==> config.mk <==
export PLATFORM = sky130hd
export DESIGN_NAME = gpio_setclr_port
export DESIGN_NICKNAME = d
export VERILOG_FILES = /design/src/rtl/gsc_pkg.sv /design/src/rtl/gsc_decode.sv /design/src/rtl/gsc_sync.sv /design/src/rtl/gsc_pin_cell.sv /design/src/rtl/gpio_setclr_port.sv
export SDC_FILE = /design/constraint.sdc
export NUM_CORES = 1
export LEC_CHECK = 0
export BUFFER_PORTS_ARGS = -buffer_cell sky130_fd_sc_hd__buf_2
export CAP_MARGIN = 30
export CELL_PAD_IN_SITES_DETAIL_PLACEMENT = 1
export CELL_PAD_IN_SITES_GLOBAL_PLACEMENT = 1
export CORE_MARGIN = 5
export CORE_UTILIZATION = 41
export CTS_CLUSTER_SIZE = 16
export DETAILED_ROUTE_END_ITERATION = 8
export GPL_TIMING_DRIVEN = 0
export PLACE_DENSITY = 0.9
export RECOVER_POWER = 50
export SLEW_MARGIN = 15
export SYNTH_ARGS = -nofsm -noshare
export SYNTH_HDL_FRONTEND = slang
export SYNTH_SLANG_ARGS = --single-unit
==> constraint.sdc <==
create_clock -name clk -period 0.9 [get_ports clk]
set_clock_uncertainty 0.05 [all_clocks]
set_input_delay 0.27 -clock clk [delete_from_list [all_inputs] [get_ports clk]]
set_output_delay 0.27 -clock clk [all_outputs]
set_load 0.01 [all_outputs]
==> src/rtl/gsc_pkg.sv <==
package gsc_pkg;
   localparam int unsigned WORD_W = 32;
   localparam logic [7:0] OFS_LVL_SET = 8'h00;
   localparam logic [7:0] OFS_LVL_CLR = 8'h10;
   localparam logic [7:0] OFS_DRV_SET = 8'h20;
   localparam logic [7:0] OFS_DRV_CLR = 8'h30;
   localparam logic [7:0] OFS_PINS    = 8'h40;

   typedef struct packed {
      logic lvl_set;
      logic lvl_clr;
      logic drv_set;
      logic drv_clr;
      logic pins_rd;
   } gsc_strobe_t;
endpackage

==> src/rtl/gsc_decode.sv <==
module gsc_decode
   import gsc_pkg::*;
#(
   parameter int unsigned AW = 8
) (
   input  logic          valid,
   input  logic          write,
   input  logic [AW-1:0] addr,
   output gsc_strobe_t   strb
);
   localparam logic [AW-1:0] A_LS = AW'(OFS_LVL_SET);
   localparam logic [AW-1:0] A_LC = AW'(OFS_LVL_CLR);
   localparam logic [AW-1:0] A_DS = AW'(OFS_DRV_SET);
   localparam logic [AW-1:0] A_DC = AW'(OFS_DRV_CLR);
   localparam logic [AW-1:0] A_PR = AW'(OFS_PINS);

   logic wr, rd;
   always_comb begin
      wr = valid & write;
      rd = valid & ~write;
      strb.lvl_set = wr & (addr == A_LS);
      strb.lvl_clr = wr & (addr == A_LC);
      strb.drv_set = wr & (addr == A_DS);
      strb.drv_clr = wr & (addr == A_DC);
      strb.pins_rd = rd & (addr == A_PR);
   end
endmodule

==> src/rtl/gsc_sync.sv <==
module gsc_sync #(
   parameter int unsigned W      = 32,
   parameter int unsigned STAGES = 2
) (
   input  logic         clk,
   input  logic         rst_n,
   input  logic [W-1:0] d,
   output logic [W-1:0] q
);
   logic [W-1:0] chain [STAGES];

   always_ff @(posedge clk or negedge rst_n) begin
      if (!rst_n) chain[0] <= '0;
      else        chain[0] <= d;
   end

   for (genvar s = 1; s < STAGES; s++) begin : g_stage
      always_ff @(posedge clk or negedge rst_n) begin
         if (!rst_n) chain[s] <= '0;
         else        chain[s] <= chain[s-1];
      end
   end

   assign q = chain[STAGES-1];
endmodule

==> src/rtl/gsc_pin_cell.sv <==
module gsc_pin_cell (
   input  logic clk,
   input  logic rst_n,
   input  logic lvl_set,
   input  logic lvl_clr,
   input  logic drv_set,
   input  logic drv_clr,
   output logic lvl,
   output logic drv
);
   always_ff @(posedge clk or negedge rst_n) begin
      if (!rst_n)       lvl <= 1'b0;
      else if (lvl_set) lvl <= 1'b1;
      else if (lvl_clr) lvl <= 1'b0;
   end

   always_ff @(posedge clk or negedge rst_n) begin
      if (!rst_n)       drv <= 1'b0;
      else if (drv_set) drv <= 1'b1;
      else if (drv_clr) drv <= 1'b0;
   end
endmodule

==> src/rtl/gpio_setclr_port.sv <==
module gpio_setclr_port
   import gsc_pkg::*;
#(
   parameter int unsigned NPIN        = 32,
   parameter int unsigned AW          = 8,
   parameter int unsigned SYNC_STAGES = 2
) (
   input  logic              clk,
   input  logic              rst_n,
   input  logic              req_valid,
   input  logic              req_write,
   input  logic [AW-1:0]     req_addr,
   input  logic [31:0]       req_wdata,
   output logic              rsp_valid,
   output logic [31:0]       rsp_rdata,
   input  logic [NPIN-1:0]   pin_in,
   output logic [NPIN-1:0]   pin_out,
   output logic [NPIN-1:0]   pin_oe
);
   localparam int unsigned PAD_W = WORD_W - NPIN;

   if (NPIN < 1 || NPIN > WORD_W) begin : g_bad_npin
      $error("gpio_setclr_port: NPIN must lie in 1..32");
   end
   if (AW < 7) begin : g_bad_aw
      $error("gpio_setclr_port: AW must reach offset 0x40");
   end
   if (SYNC_STAGES < 2) begin : g_bad_sync
      $error("gpio_setclr_port: at least two synchronizer stages");
   end

   gsc_strobe_t     strb;
   logic [NPIN-1:0] pins_sync;

   gsc_decode #(.AW(AW)) u_dec (
      .valid (req_valid),
      .write (req_write),
      .addr  (req_addr),
      .strb  (strb)
   );

   gsc_sync #(.W(NPIN), .STAGES(SYNC_STAGES)) u_sync (
      .clk   (clk),
      .rst_n (rst_n),
      .d     (pin_in),
      .q     (pins_sync)
   );

   for (genvar n = 0; n < NPIN; n++) begin : g_pin
      gsc_pin_cell u_cell (
         .clk     (clk),
         .rst_n   (rst_n),
         .lvl_set (strb.lvl_set & req_wdata[n]),
         .lvl_clr (strb.lvl_clr & req_wdata[n]),
         .drv_set (strb.drv_set & req_wdata[n]),
         .drv_clr (strb.drv_clr & req_wdata[n]),
         .lvl     (pin_out[n]),
         .drv     (pin_oe[n])
      );
   end

   logic [WORD_W-1:0] pins_word;
   if (PAD_W == 0) begin : g_full
      assign pins_word = pins_sync;
   end else begin : g_part
      assign pins_word = {{PAD_W{1'b0}}, pins_sync};
   end

   always_ff @(posedge clk or negedge rst_n) begin
      if (!rst_n) begin
         rsp_valid <= 1'b0;
         rsp_rdata <= '0;
      end else begin
         rsp_valid <= req_valid & ~req_write;
         rsp_rdata <= strb.pins_rd ? pins_word : '0;
      end
   end
endmodule

==> flow_metrics.py <==
metrics = {
    "worst_setup_path": {
        "critical_path_class": "input port to register",
        "cpLargestDelayFamily": "simple AND/OR/NAND/NOR gates",
        "required_ns": 1.22,
        "r2r_slack_ns": -0.21,
        "crit_chain": "buf_2 > or4b_4 > nor4_4 > buf_6 > buf_8 > and2_4",
        "worstReg2RegStart": "g_pin[23].u_cell.drv$_DFFE_PN0P_",
        "slowest_stage": "or4b_4",
        "critPathLaunchType": "input port",
        "arrival_ns": 2.13,
        "crit_buf_inv": 3,
        "r2r-end": "g_pin[23].u_cell.drv$_DFFE_PN0P_",
        "cp_max_fo": 7,
        "end_kind": "register",
        "r2r_cells": 4,
        "slowest_delay_ns": 0.62,
        "crit_cells": 6,
    },
    "global_route": {
        "track_usage_pct": 25.8,
        "grt_start_max_net_pins": 116,
        "grt_first_pass_wirelength_mm": 34.7,
        "antenna_found_initial": 4,
        "grt_pass1_vias": 5708,
        "grt_overflow": 0,
    },
    "clock_network": {
        "cts_max_level": 4,
        "cts_tree": "yes",
        "clock_path_buffers": 2,
        "numCtsBuffers": 17,
        "postCtsHoldBufs": 33,
        "clk_transition_reported_paths_ns": 0.07,
        "clockRootBuffer": "clkbuf_16",
        "clk_latency_ns": 0.43,
        "cts.sinks": 161,
    },
    "timing": {
        "fin_hold_ws_ns": -0.160,
        "slew_headroom_pct": 49.3,
        "rsz0062_at_grt": "true",
        "layout_min_cycle_time_ns": 1.81,
        "fmax_mhz": 553,
        "tightest_slew_ns": 0.760,
        "drv_slew": 0,
        "final-setup-viol-count": 287,
        "fin_crit_sh_pct": 201,
        "fin_ws_ns": -0.910,
        "finalHoldViolCount": 46,
    },
    "placement": {
        "place_area_um2": 7430,
        "gp_congestion": 0.792,
        "dp_cells": 854,
        "portBuffers": 172,
        "hpwl_mm": 12.6,
    },
    "logic_synthesis": {
        "syn_inst": 493,
        "synth_top_flop_cell": "dfrtp_1",
        "async_reset_ff_share_pct": 100,
        "synth-seq-area-share_pct": 64.4,
        "synth.area.top_cells": "dfrtp_1, o31ai_1, buf_4",
        "synthDistinctLibCells": 16,
        "syn_area_um2": 6260,
        "yosysTopAreaCell": "dfrtp_1",
        "synth_commonest_cells": "dfrtp_1, o31ai_1, buf_4",
        "yosys_warnings": 0,
        "ys_ff_latch": 161,
        "syn_area_per_cell_um2": 12.7,
        "synth_most_common_cell": "dfrtp_1",
        "synth_edf_count": 0,
        "post-synth-top-area-fraction_pct": 64.4,
        "syn-num-nets": 569,
    },
    "cells_and_area": {
        "fillCellCount": 1341,
        "nets": 853,
        "layout-drive-gt1-share_pct": 62.9,
        "final_cells": 980,
        "syn2layout_area_growth_pct": 76.0,
        "design_area_um2": 11000,
    },
    "drt": {
        "drt-total-wl_mm": 30.0,
        "antenna_left": 0,
        "wl_per_cell_um": 30.6,
        "drcViolationCount": 0,
        "via_per_inst": 5.66,
        "dr.pass1.iters": 4,
        "num_vias": 5551,
        "drt-initial-drc-count": 380,
    },
    "power_and_ir_drop": {
        "p_leak_nw": 5.05,
        "netSwitchingFraction_pct": 27.4,
        "pwr-share-comb_pct": 11.3,
        "power_switching_mw": 4.75,
        "p_total_mw": 17.3,
        "ir_drop_v": 0.00116,
        "p_seq_share_pct": 44.0,
        "p_int_mw": 12.6,
        "power_density_nw_per_um2": 1570,
        "pwr-share-clk_pct": 44.7,
    },
    "hold_path": {
        "min_path_type": "input port to async pin",
    },
    "floorplanning": {
        "die_area_um2": 17800,
        "fp.dieW_um": 134,
        "io_pins": 173,
        "core_um2": 15100,
        "die_h_um": 134,
        "start_util_pct": 41.5,
        "rows": 45,
    },
    "status": {
        "status": "complete, but fails checks",
        "violations": "hold timing, setup timing",
    },
    "job": {
        "maxCapViolCount": 0,
    },
}
==> power by group through the flow <==
stage	logic (mW)	registers (mW)	clock network [mW]
final	1.96	7.61	7.75
after global routing	2.05	7.62	8.13
after CTS	1.44	7.57	7.53
after detailed placement	1.05	7.69	0
after global placement	0.964	7.66	0
after floorplan	0.470	7.65	0
==> area by class of cell <==
| class | instances | area [um^2] | share of cell area (%) |
|---|---|---|---|
| antenna | 3 | 7.51 | 0.0682 |
| buffer | 91 | 1080 | 9.83 |
| clock buffer | 18 | 439 | 3.99 |
| clock inverter | 13 | 161 | 1.47 |
| multi-input combinational | 230 | 2730 | 24.8 |
| sequential | 161 | 4030 | 36.6 |
| tap | 188 | 235 | 2.14 |
| timing repair buffer | 276 | 2320 | 21.1 |
==> flip-flops by register name (all words and copies together), names as in the netlist <==
| signal | cells |
|---|---|
| rsp_valid | 1 |
| u_sync.q | 32 |
| g_pin.u_cell.lvl | 32 |
| rsp_rdata | 32 |
| g_pin.u_cell.drv | 32 |
| u_sync.chain | 32 |
==> cells by family (layout without fill, tap and decap cells) <==
| family | count (synthesis) | in the layout | share of synthesized area [%] |
|---|---|---|---|
| other | 0 | 3 | 0 |
| AO/OA/AOI/OAI | 128 | 128 | 15.4 |
| flip-flops | 161 | 161 | 64.4 |
| AND/OR/NAND/NOR | 102 | 102 | 9.40 |
| buffers and inverters | 102 | 398 | 10.8 |
==> cells in the final DEF (no fill, tap or decap) <==
master / n
clkbuf_1: 12
buf_8: 10
nand2b_1: 32
o31ai_4: 63
clkbuf_8: 1
buf_6: 142
buf_4: 64
inv_6: 6
nor4_4: 1
clkbuf_4: 1
o31ai_2: 49
bufinv_16: 2
clkbuf_2: 11
clkinvlp_4: 2
nor2b_1: 1
nand2_1: 32
clkbuf_16: 25
o31ai_1: 16
buf_2: 80
dfrtp_2: 1
diode_2: 3
or2_4: 1
inv_8: 3
dfrtp_1: 160
or4b_4: 3
buf_16: 2
and2_4: 25
and2_1: 7
dlygate4sd3_1: 33
buf_12: 4
==> worst max path at each step <==
stage	startpoint	end	slack, ns
after floorplan	req_addr[7]	g_pin[0].u_cell.drv$_DFFE_PN0P_	-0.73
after detailed placement	req_addr[5]	g_pin[20].u_cell.drv$_DFFE_PN0P_	-1.24
after global routing	req_addr[0]	rsp_rdata[30]$_DFF_PN0_	-0.87
after CTS	g_pin[19].u_cell.lvl$_DFFE_PN0P_	pin_out[19]	-0.55
after global placement	rst_n	g_pin[4].u_cell.drv$_DFFE_PN0P_	-2.67
final	req_addr[1]	rsp_rdata[26]$_DFF_PN0_	-0.91
==> metrics by stage <==
step	util (%)	TNS [ns]	setup slack [ns]
finish	73.0	-114.25	-0.910
CTS	63.0	-91.60	-0.547
global placement	49.0	-527.40	-2.67
floorplan	-	-67.39	-0.734
global route	73.0	-139.57	-0.865
detailed placement	49.3	-131.98	-1.24
==> timing repair <==
action | 4_1_cts | 5_1_grt
buffers inserted | 10 | 55
gates cloned | 3 | 2
endpoints found under the setup margin | 193 | 193
resized for setup | 195 | 236
pin swaps | 7 | 13
hold endpoints to repair | 79 | 46
==> layer usage <==
layer  global-route usage (%)  part of all wire, %
met3                     4.04                  4.1
met4                     13.5                  4.6
met2                     48.5                   54
met1                     27.7                   38
met5                        0                0.023
Note: power is estimated with default switching activity, not from simulation.
